[config.mk]
export PLATFORM = sky130hd
export DESIGN_NAME = serial_host_port
export DESIGN_NICKNAME = d
export VERILOG_FILES = /design/src/rtl/shp_pkg.sv /design/src/rtl/shp_rx_hold.sv /design/src/rtl/shp_tx_hold.sv /design/src/rtl/shp_ctl_regs.sv /design/src/rtl/serial_host_port.sv
export SDC_FILE = /design/constraint.sdc
export NUM_CORES = 1
export LEC_CHECK = 0
export ABC_AREA = 1
export CORE_AREA = 3 3 59 61
export DETAILED_ROUTE_END_ITERATION = 16
export DIE_AREA = 0 0 62 64
export DONT_BUFFER_PORTS = 1
export PLACE_DENSITY = 0.91
export SYNTH_ARGS = -nofsm -noshare
export SYNTH_HDL_FRONTEND = slang
export SYNTH_SLANG_ARGS = --single-unit
[constraint.sdc]
create_clock -name clk -period 3 [get_ports clk]
set_clock_uncertainty 0.2 [all_clocks]
set_input_delay 0.6 -clock clk [delete_from_list [all_inputs] [get_ports clk]]
set_output_delay 0.6 -clock clk [all_outputs]
set_load 0.1 [all_outputs]
[src/rtl/shp_pkg.sv]
package shp_pkg;
  typedef enum logic [1:0] {
    OFS_DATA = 2'd0,
    OFS_STAT = 2'd1,
    OFS_CMD  = 2'd2,
    OFS_CTRL = 2'd3
  } ofs_e;

  localparam int ST_TXE_BIT    = 4;
  localparam int ST_RXF_BIT    = 3;
  localparam int CMD_RXOFF_BIT = 1;
  localparam int CMD_TXON_BIT  = 2;
  localparam int CMD_TXBLK_BIT = 3;
endpackage

[src/rtl/shp_rx_hold.sv]
module shp_rx_hold #(
  parameter int DATA_W = 8
) (
  input  logic              clk,
  input  logic              rst,
  input  logic              clr,
  input  logic              arr_stb,
  input  logic [DATA_W-1:0] arr_byte,
  input  logic              take,
  output logic              full,
  output logic [DATA_W-1:0] data
);
  always_ff @(posedge clk) begin
    if (rst || clr) begin
      full <= 1'b0;
      data <= '0;
    end else if (arr_stb) begin
      full <= 1'b1;
      data <= arr_byte;
    end else if (take) begin
      full <= 1'b0;
    end
  end

  AST_RX_LATCH: assert property (@(posedge clk) disable iff (rst)
    (arr_stb && !clr) |=> (full && data == $past(arr_byte)));
  AST_RX_TAKE_CLEARS: assert property (@(posedge clk) disable iff (rst)
    (take && !arr_stb && !clr) |=> !full);
endmodule

[src/rtl/shp_tx_hold.sv]
module shp_tx_hold #(
  parameter int DATA_W = 8
) (
  input  logic              clk,
  input  logic              rst,
  input  logic              clr,
  input  logic              load,
  input  logic [DATA_W-1:0] load_byte,
  input  logic              accept,
  output logic              full,
  output logic [DATA_W-1:0] data,
  output logic              done
);
  always_ff @(posedge clk) begin
    if (rst || clr) begin
      full <= 1'b0;
      data <= '0;
      done <= 1'b0;
    end else if (load) begin
      full <= 1'b1;
      data <= load_byte;
      done <= 1'b0;
    end else if (accept && full) begin
      full <= 1'b0;
      done <= 1'b1;
    end
  end

  AST_TX_LOAD_VALID: assert property (@(posedge clk) disable iff (rst)
    (load && !clr) |=> (full && !done && data == $past(load_byte)));
  AST_TX_ACCEPT_EMPTIES: assert property (@(posedge clk) disable iff (rst)
    (accept && full && !load && !clr) |=> (!full && done));
  AST_TX_DONE_ONLY_AFTER_TAKE: assert property (@(posedge clk) disable iff (rst)
    $rose(done) |-> $past(accept));
endmodule

[src/rtl/shp_ctl_regs.sv]
module shp_ctl_regs
  import shp_pkg::*;
#(
  parameter int DATA_W = 8
) (
  input  logic              clk,
  input  logic              rst,
  input  logic              clr,
  input  logic              cmd_wr,
  input  logic              ctrl_wr,
  input  logic [DATA_W-1:0] wdata,
  output logic [DATA_W-1:0] cmd_q,
  output logic [DATA_W-1:0] ctrl_q,
  output logic              rx_en,
  output logic              tx_en
);
  always_ff @(posedge clk) begin
    if (rst || clr) begin
      cmd_q  <= '0;
      ctrl_q <= '0;
      rx_en  <= 1'b0;
      tx_en  <= 1'b0;
    end else if (cmd_wr) begin
      cmd_q <= wdata;
      rx_en <= ~wdata[CMD_RXOFF_BIT];
      tx_en <= wdata[CMD_TXON_BIT] & ~wdata[CMD_TXBLK_BIT];
    end else if (ctrl_wr) begin
      ctrl_q <= wdata;
    end
  end

  AST_CMD_RX_ENABLE: assert property (@(posedge clk) disable iff (rst)
    (cmd_wr && !clr) |=> (rx_en == !$past(wdata[CMD_RXOFF_BIT])));
  AST_CLR_DROPS_ENABLES: assert property (@(posedge clk) disable iff (rst)
    clr |=> (!rx_en && !tx_en && cmd_q == '0));
endmodule

[src/rtl/serial_host_port.sv]
module serial_host_port
  import shp_pkg::*;
#(
  parameter int DATA_W = 8
) (
  input  logic              clk,
  input  logic              rst,
  input  logic [1:0]        bus_addr,
  input  logic              bus_rd,
  input  logic              bus_wr,
  input  logic [DATA_W-1:0] bus_wdata,
  output logic [DATA_W-1:0] bus_rdata,
  output logic              irq,
  input  logic              line_rx_stb,
  input  logic [DATA_W-1:0] line_rx_byte,
  output logic              line_tx_valid,
  output logic [DATA_W-1:0] line_tx_byte,
  input  logic              line_tx_accept
);
  logic              soft_clr;
  logic              rx_full, tx_full, tx_done, rx_en, tx_en;
  logic [DATA_W-1:0] rx_data, cmd_q, ctrl_q, status_v, rd_mux;
  logic              wr_data, wr_cmd, wr_ctrl, rd_data;

  assign wr_data  = bus_wr && (bus_addr == OFS_DATA);
  assign wr_cmd   = bus_wr && (bus_addr == OFS_CMD);
  assign wr_ctrl  = bus_wr && (bus_addr == OFS_CTRL);
  assign rd_data  = bus_rd && (bus_addr == OFS_DATA);
  assign soft_clr = bus_wr && ((bus_addr == OFS_STAT) ||
                               (bus_addr == OFS_CTRL && bus_wdata == '0));

  shp_rx_hold #(.DATA_W(DATA_W)) u_rx (
    .clk(clk), .rst(rst), .clr(soft_clr),
    .arr_stb(line_rx_stb), .arr_byte(line_rx_byte), .take(rd_data),
    .full(rx_full), .data(rx_data)
  );

  shp_tx_hold #(.DATA_W(DATA_W)) u_tx (
    .clk(clk), .rst(rst), .clr(soft_clr),
    .load(wr_data), .load_byte(bus_wdata), .accept(line_tx_accept),
    .full(tx_full), .data(line_tx_byte), .done(tx_done)
  );

  shp_ctl_regs #(.DATA_W(DATA_W)) u_ctl (
    .clk(clk), .rst(rst), .clr(soft_clr),
    .cmd_wr(wr_cmd), .ctrl_wr(wr_ctrl), .wdata(bus_wdata),
    .cmd_q(cmd_q), .ctrl_q(ctrl_q), .rx_en(rx_en), .tx_en(tx_en)
  );

  assign line_tx_valid = tx_full;

  always_comb begin
    status_v             = '0;
    status_v[ST_TXE_BIT] = ~tx_full;
    status_v[ST_RXF_BIT] = rx_full;
  end

  always_comb begin
    case (ofs_e'(bus_addr))
      OFS_DATA: rd_mux = rx_data;
      OFS_STAT: rd_mux = status_v;
      OFS_CMD:  rd_mux = cmd_q;
      default:  rd_mux = ctrl_q;
    endcase
  end

  always_ff @(posedge clk) begin
    if (rst) begin
      bus_rdata <= '0;
      irq       <= 1'b0;
    end else begin
      if (bus_rd) bus_rdata <= rd_mux;
      irq <= !soft_clr && ((rx_full && rx_en) || (tx_done && tx_en));
    end
  end

  AST_SOFT_RESET_EMPTY: assert property (@(posedge clk) disable iff (rst)
    (bus_wr && bus_addr == OFS_STAT) |=> (!line_tx_valid && !rx_full));
  AST_SOFT_RESET_QUIET: assert property (@(posedge clk) disable iff (rst)
    (bus_wr && bus_addr == OFS_STAT) |=> !irq);
  AST_IRQ_NEEDS_ENABLE: assert property (@(posedge clk) disable iff (rst)
    irq |-> ($past(rx_en) || $past(tx_en)));
endmodule

==> run_summary.xml, run 1 <==
<?xml version="1.0" encoding="UTF-8"?>
<metrics>
  <group name="yosys">
    <metric name="synth_compound_gate_area_share" unit="%">13.8</metric>
    <metric name="syn-mean-instance-area" unit="um^2">7.28</metric>
    <metric name="syn-cell-area" unit="um^2">1940</metric>
    <metric name="postSynth.asyncResetShare" unit="%">0</metric>
    <metric name="synth.top_cells.by_count" unit="">sky130_fd_sc_hd__nand2_1, sky130_fd_sc_hd__nor2_1, sky130_fd_sc_hd__dfxtp_1</metric>
    <metric name="edff_count_synth" unit="">0</metric>
    <metric name="synthAdderAreaFrac" unit="%">0</metric>
    <metric name="yosys_warnings" unit="">0</metric>
    <metric name="synth_top_area_cell" unit="">sky130_fd_sc_hd__dfxtp_1</metric>
    <metric name="synth_top_cell_area_share" unit="%">47.6</metric>
    <metric name="synth_xor_area_share" unit="%">0</metric>
    <metric name="ys_top_cells_by_area" unit="">sky130_fd_sc_hd__dfxtp_1, sky130_fd_sc_hd__nand2_1, sky130_fd_sc_hd__nor2_1</metric>
    <metric name="synth_mux_area_share" unit="%">4.14</metric>
    <metric name="synth.net_count" unit="">290</metric>
    <metric name="synth_top_family_by_area" unit="">simple AND/OR/NAND/NOR gates</metric>
    <metric name="netlist_instances" unit="">266</metric>
    <metric name="synth.ff_latch_count" unit="">46</metric>
    <metric name="seq_area_frac_synth" unit="%">47.6</metric>
    <metric name="synthSimpleGateAreaFrac" unit="%">22.5</metric>
    <metric name="yosys.cell_types.count" unit="">22</metric>
    <metric name="postSynth.topFlopCell" unit="">sky130_fd_sc_hd__dfxtp_1</metric>
    <metric name="post-synth-top-count-cell" unit="">sky130_fd_sc_hd__nand2_1</metric>
  </group>
  <group name="cts">
    <metric name="tritoncts" unit="">built</metric>
    <metric name="postCtsSetupRepairBufs" unit="">0</metric>
    <metric name="clk_pin_slew" unit="ns">0.13</metric>
    <metric name="cts_sinks" unit="">46</metric>
    <metric name="htree_levels" unit="">2</metric>
    <metric name="postCtsResizedCells" unit="">0</metric>
    <metric name="cts_hold_repair.buffers" unit="">0</metric>
    <metric name="cts.path.max_buffers" unit="">2</metric>
    <metric name="clock_insertion_delay_worst_skew" unit="ns">0.36</metric>
    <metric name="cts_buffers" unit="">5</metric>
    <metric name="cts.root.buffer_cell" unit="">sky130_fd_sc_hd__clkbuf_4</metric>
  </group>
  <group name="placement">
    <metric name="dp_hpwl" unit="um">2920</metric>
    <metric name="finalWeightedCongestion" unit="">0.869</metric>
    <metric name="dpl-instance-area" unit="um^2">1940</metric>
    <metric name="port_buffers" unit="">0</metric>
  </group>
  <group name="floorplanning">
    <metric name="die_area" unit="um^2">3970</metric>
    <metric name="core" unit="um^2">3030</metric>
    <metric name="die-height" unit="um">64</metric>
    <metric name="initial_core_util" unit="%">63.9</metric>
    <metric name="io_pins" unit="">42</metric>
    <metric name="die-width" unit="um">62</metric>
    <metric name="rows" unit="">20</metric>
  </group>
  <group name="finish">
    <metric name="area_growth_syn_to_layout" unit="%">5.88</metric>
    <metric name="num-fill-cells" unit="">279</metric>
    <metric name="stdcell_area" unit="um^2">2050</metric>
    <metric name="final_core_utilization" unit="%">67.7</metric>
    <metric name="layout.nets" unit="">291</metric>
    <metric name="regArea" unit="um^2">921</metric>
    <metric name="n_antenna_cell" unit="">0</metric>
    <metric name="final_layout_size_suffix_gt1_share" unit="%">5.97</metric>
    <metric name="area_taken_by_multi_input_logic_gates" unit="um^2">782</metric>
  </group>
  <group name="drt">
    <metric name="first_pass_iteration_count_of_the_detailed_router" unit="">4</metric>
    <metric name="detail-route-antenna-nets" unit="">0</metric>
    <metric name="via_per_inst" unit="">5.02</metric>
    <metric name="routedWlPerCell" unit="um">12.4</metric>
    <metric name="drtIter0Drc" unit="">98</metric>
    <metric name="drt-total-wl" unit="um">3880</metric>
    <metric name="num_vias" unit="">1566</metric>
    <metric name="drc_errors" unit="">0</metric>
  </group>
  <group name="setup_path">
    <metric name="timing.critical_path.arrival" unit="ns">1.36</metric>
    <metric name="data_required_time_at_the_worst_endpoint" unit="ns">2.20</metric>
    <metric name="setup.worst_path.class" unit="">flip-flop to primary output</metric>
    <metric name="reg2reg_slack" unit="ns">1.34</metric>
    <metric name="end_kind" unit="">primary output</metric>
    <metric name="critPathMaxFanout" unit="">2</metric>
    <metric name="worst_setup_path_start_kind" unit="">flip-flop</metric>
  </group>
  <group name="timing">
    <metric name="worstMarginPinSlew" unit="ns">0.991</metric>
    <metric name="slew_viol_final" unit="">0</metric>
    <metric name="post-route-period-util" unit="%">72.0</metric>
    <metric name="hold_viol_final" unit="">0</metric>
    <metric name="final.hold.worst_slack" unit="ns">0.115</metric>
    <metric name="fmax" unit="MHz">463</metric>
    <metric name="grt_setup_unrepaired" unit="">no</metric>
    <metric name="period_minus_slack" unit="ns">2.16</metric>
    <metric name="timing.final.setup_violations" unit="">0</metric>
    <metric name="final.setup.tns" unit="ns">0</metric>
    <metric name="max_slew_margin" unit="%">33.8</metric>
  </group>
  <group name="pwr">
    <metric name="cell_internal_pwr" unit="mW">0.950</metric>
    <metric name="power.switching_fraction" unit="%">25.9</metric>
    <metric name="switching_power" unit="mW">0.332</metric>
    <metric name="relative_contribution_of_the_clock_network_to_total_power" unit="%">36.8</metric>
    <metric name="totalPowerFinal" unit="mW">1.28</metric>
    <metric name="p_comb_share" unit="%">7.7</metric>
    <metric name="power_leakage" unit="nW">0.835</metric>
    <metric name="vdd_ir_drop_max" unit="mV">0.443</metric>
    <metric name="p_per_area" unit="nW/um^2">626</metric>
    <metric name="share_seq_of_total_power" unit="%">55.5</metric>
  </group>
  <group name="run_status">
    <metric name="status" unit="">finished, final reports clean</metric>
  </group>
  <group name="flow_run">
    <metric name="max-cap-violations" unit="">0</metric>
  </group>
  <group name="global_route">
    <metric name="antenna_found_initial" unit="">0</metric>
    <metric name="first_global_vias" unit="">1467</metric>
    <metric name="grt_max_degree" unit="">29</metric>
    <metric name="global_route.overflow_total" unit="">0</metric>
    <metric name="global_route.usage.total" unit="%">22.3</metric>
    <metric name="grt_pass1_wl" unit="um">6560</metric>
  </group>
  <group name="worst_hold_path">
    <metric name="holdCritPathClass" unit="">input port to flip-flop</metric>
  </group>
</metrics>
registers in the layout, summed over array words and instances, names as in the netlist:
register      count
u_tx.data         8
u_ctl.ctrl_q      8
bus_rdata         8
u_ctl.rx_en       1
u_ctl.tx_en       1
u_rx.full         1
u_tx.full         1
u_tx.done         1
u_rx.data         8
irq               1
u_ctl.cmd_q       8
metal layers:
metal / global-route usage, % / up-vias / wire length (um)
met3: 7.68 / 4 / 327
li1: - / 829 / -
met2: 33.4 / 48 / 1810
met1: 29.6 / 685 / 1710
met5: 0 / - / 0
met4: 7.16 / 0 / 36
power groups by stage:
stage | Sequential, mW | Combinational (mW) | Clock (mW)
after floorplan | 0.730 | 0.0816 | 0
after global placement | 0.725 | 0.0954 | 0
after detailed placement | 0.726 | 0.0976 | 0
after CTS | 0.712 | 0.0985 | 0.483
after global routing | 0.715 | 0.113 | 0.510
final | 0.712 | 0.0983 | 0.472
area by class of cell:
class | count | share of cell area, %
Sequential cell | 46 | 44.9
Multi-Input combinational cell | 169 | 38.2
Inverter | 42 | 7.69
Clock inverter | 2 | 2.93
Tap cell | 44 | 2.69
Clock buffer | 6 | 2.50
Timing Repair Buffer | 3 | 1.10
worst paths after layout:
kind                  start               to  cells after the start
max            u_tx.data[0]  line_tx_byte[0]                      0
min reg2reg  u_ctl.cmd_q[7]     bus_rdata[7]                      2
min                  bus_rd     bus_rdata[4]                      1
max reg2reg    bus_rdata[0]     bus_rdata[0]                      2
metrics by stage:
step	worst slack (ns)	std cells
floorplan	1.24	266
global placement	0.928	304
detailed placement	0.866	304
CTS	0.809	312
global route	0.799	312
finish	0.841	312
cell usage in the layout, fill, tap and decap left out, drive strengths merged:
cell	count
o21ai	33
a21oi	9
a22o	1
a31oi	5
dfxtp	46
mux2i	8
clkbuf	6
o21bai	1
buf	3
or2	1
nor2	51
inv	42
nand3	3
bufinv	2
a41oi	1
nand2	56
logic make-up (layout without fill, tap and decap cells):
family | after synthesis | in the layout
muxes | 8 | 8
buffers and inverters | 51 | 53
and+or+nand+nor | 111 | 111
DFF | 46 | 46
AOI/OAI and AO/OA | 50 | 50
Power figures use the tool's default switching activity.
==> run 2: changes to the inputs <==
- CORE_AREA: 3 3 59 61 -> 3 3 64 66
- DIE_AREA: 0 0 62 64 -> 0 0 67 69
- PLACE_DENSITY: 0.91 -> 0.83
- clock period: 3 -> 1.89 ns (I/O delays scaled with it)
==> run 2 against run 1 <==
Core utilization shrank 8.0 points. Die area is 17% higher. Via count up 5.0%. Register-to-register slack got worse by 0.66 ns. Clock-buffer cell count increased by 1. Highest routed layer unchanged. Combinational power rose to 2.9 times the previous value. Flip-flop and latch count unchanged. Largest cell class unchanged. Critical path depth grew 1. Worst hold slack lost 0.092 ns. Largest power group unchanged.
==> run_summary.xml, run 2 (synthesized netlist as in run 1, its figures left out) <==
<?xml version="1.0" encoding="UTF-8"?>
<metrics>
  <group name="run_status">
    <metric name="status" unit="">finished, final reports clean</metric>
  </group>
  <group name="global_route">
    <metric name="groute.layer.met1.usage" unit="%">22.9</metric>
    <metric name="globalRoute.busiestLayer" unit="">met2</metric>
    <metric name="grt.met2_usage" unit="%">30.7</metric>
    <metric name="first_global_vias" unit="">1608</metric>
    <metric name="met3_usage" unit="%">8.47</metric>
    <metric name="global_route.usage.total" unit="%">19.5</metric>
    <metric name="antenna_found_initial" unit="">0</metric>
    <metric name="grt_max_degree" unit="">39</metric>
    <metric name="global_route.overflow_total" unit="">0</metric>
    <metric name="grt_pass1_wl" unit="um">6930</metric>
  </group>
  <group name="timing">
    <metric name="timing.final.setup_violations" unit="">0</metric>
    <metric name="post-route-period-util" unit="%">80.2</metric>
    <metric name="final.setup.tns" unit="ns">0</metric>
    <metric name="slew_viol_final" unit="">0</metric>
    <metric name="period_minus_slack" unit="ns">1.52</metric>
    <metric name="fmax" unit="MHz">660</metric>
    <metric name="grt_setup_unrepaired" unit="">no</metric>
    <metric name="max_slew_margin" unit="%">69.1</metric>
    <metric name="worstMarginPinSlew" unit="ns">0.463</metric>
    <metric name="hold_viol_final" unit="">0</metric>
  </group>
  <group name="floorplanning">
    <metric name="io_pins" unit="">42</metric>
    <metric name="core" unit="um^2">3630</metric>
    <metric name="rows" unit="">22</metric>
    <metric name="initial_core_util" unit="%">53.3</metric>
    <metric name="die-height" unit="um">69</metric>
    <metric name="die_area" unit="um^2">4620</metric>
    <metric name="die-width" unit="um">67</metric>
  </group>
  <group name="drt">
    <metric name="detail-route-antenna-nets" unit="">0</metric>
    <metric name="via_per_inst" unit="">4.94</metric>
    <metric name="routedWlPerCell" unit="um">13.0</metric>
    <metric name="drt-total-wl" unit="um">4310</metric>
    <metric name="num_vias" unit="">1645</metric>
    <metric name="drtIter0Drc" unit="">115</metric>
    <metric name="first_pass_iteration_count_of_the_detailed_router" unit="">4</metric>
    <metric name="drc_errors" unit="">0</metric>
  </group>
  <group name="finish">
    <metric name="num-fill-cells" unit="">326</metric>
    <metric name="highest_count_cells_in_the_layout_ignoring_fill_and_taps" unit="">sky130_fd_sc_hd__nand2_1, sky130_fd_sc_hd__nor2_1, sky130_fd_sc_hd__dfxtp_1</metric>
    <metric name="n_antenna_cell" unit="">0</metric>
    <metric name="regArea" unit="um^2">921</metric>
    <metric name="layout.nets" unit="">309</metric>
    <metric name="area_growth_syn_to_layout" unit="%">12.1</metric>
    <metric name="final_layout_size_suffix_gt1_share" unit="%">10.5</metric>
    <metric name="final_common_cell" unit="">sky130_fd_sc_hd__nand2_1</metric>
    <metric name="area_taken_by_multi_input_logic_gates" unit="um^2">782</metric>
    <metric name="final_core_utilization" unit="%">59.7</metric>
  </group>
  <group name="worst_hold_path">
    <metric name="min_from" unit="">line_rx_stb</metric>
    <metric name="holdCritPathClass" unit="">input port to flip-flop</metric>
  </group>
  <group name="setup_path">
    <metric name="cp_startpoint" unit="">u_tx.full</metric>
    <metric name="cp_peak_stage_delay" unit="ns">0.35</metric>
    <metric name="reg2reg_from" unit="">u_tx.data[5]</metric>
    <metric name="worstPathCellList" unit="">buf_4</metric>
    <metric name="critPathMaxFanout" unit="">3</metric>
    <metric name="timing.critical_path.arrival" unit="ns">0.94</metric>
    <metric name="end_kind" unit="">primary output</metric>
    <metric name="setup.worst_path.class" unit="">flip-flop to primary output</metric>
    <metric name="path_delay_family" unit="">flip-flops</metric>
    <metric name="data_required_time_at_the_worst_endpoint" unit="ns">1.31</metric>
    <metric name="path_buf_inv" unit="">1</metric>
    <metric name="worst_setup_path_start_kind" unit="">flip-flop</metric>
    <metric name="critical-path-slowest-cell" unit="">sky130_fd_sc_hd__dfxtp_1</metric>
  </group>
  <group name="cts">
    <metric name="cts_buffers" unit="">5</metric>
    <metric name="cts.path.max_buffers" unit="">2</metric>
    <metric name="cts_sinks" unit="">46</metric>
    <metric name="tritoncts" unit="">built</metric>
    <metric name="cts.root.buffer_cell" unit="">sky130_fd_sc_hd__clkbuf_8</metric>
    <metric name="clk_pin_slew" unit="ns">0.07</metric>
    <metric name="htree_levels" unit="">2</metric>
    <metric name="postCtsResizedCells" unit="">0</metric>
    <metric name="clock_insertion_delay_worst_skew" unit="ns">0.29</metric>
  </group>
  <group name="placement">
    <metric name="dp_hpwl" unit="um">3150</metric>
    <metric name="port_buffers" unit="">0</metric>
    <metric name="finalWeightedCongestion" unit="">0.836</metric>
  </group>
  <group name="pwr">
    <metric name="power_leakage" unit="nW">0.915</metric>
    <metric name="p_per_area" unit="nW/um^2">862</metric>
    <metric name="vdd_ir_drop_max" unit="mV">0.525</metric>
  </group>
  <group name="flow_run">
    <metric name="max-cap-violations" unit="">0</metric>
  </group>
</metrics>
==> run 2: changes by cell type in the layout (fill, tap and decap cells not counted), moves of 2 or more <==
cell / change
sky130_fd_sc_hd__clkbuf_1: +2
sky130_fd_sc_hd__bufinv_16: -2
sky130_fd_sc_hd__clkbuf_4: -5
sky130_fd_sc_hd__buf_4: +16
sky130_fd_sc_hd__clkbuf_8: +4
==> run 2: worst paths after layout <==
path	endpoint	slack (ns)	cells past startpoint
min reg2reg	bus_rdata[7]	0.29	2
max reg2reg	u_tx.data[5]	0.68	5
max	line_tx_valid	0.37	1
min	u_rx.full	0.02	2
==> run 2: report_power, final <==
group          switching, mW  leakage, nW  internal [mW]
clock network          0.300       0.0383          0.255
registers             0.0194        0.375           1.01
logic                  0.212        0.501         0.0755
total                  0.532        0.915           1.34
==> run 2: per-stage QoR <==
step / area (um^2) / hold WS [ns] / setup WS, ns / cells / power [mW]
finish: 2170 / 0.0223 / 0.375 / 333 / 1.87
global route: 2170 / 0.0362 / 0.342 / 333 / 1.94
CTS: 2170 / 0.0199 / 0.361 / 333 / 1.88
detailed placement: 2080 / 0.280 / 0.301 / 325 / 1.33
global placement: 2080 / 0.268 / 0.333 / 325 / 1.33
floorplan: 1940 / 0.255 / 0.131 / 266 / 1.29
==> run 2: metal layers <==
layer	up-vias	wire length, um
met2	51	2040
met4	0	79
met5	-	0
li1	854	-
met3	7	386
met1	733	1810
==> run 2: area by class of cell <==
type	instances	share of cell area, %
clock buffers	7	3.52
inverters	42	7.27
multi-input cells	169	36.0
flip-flops and latches	46	42.4
well taps	48	2.77
repair buffers	21	7.96
==> run 2: repair_timing <==
item	in CTS	in global routing
setup buffers	0	0
hold endpoints to repair	1	0
hold buffers	1	0
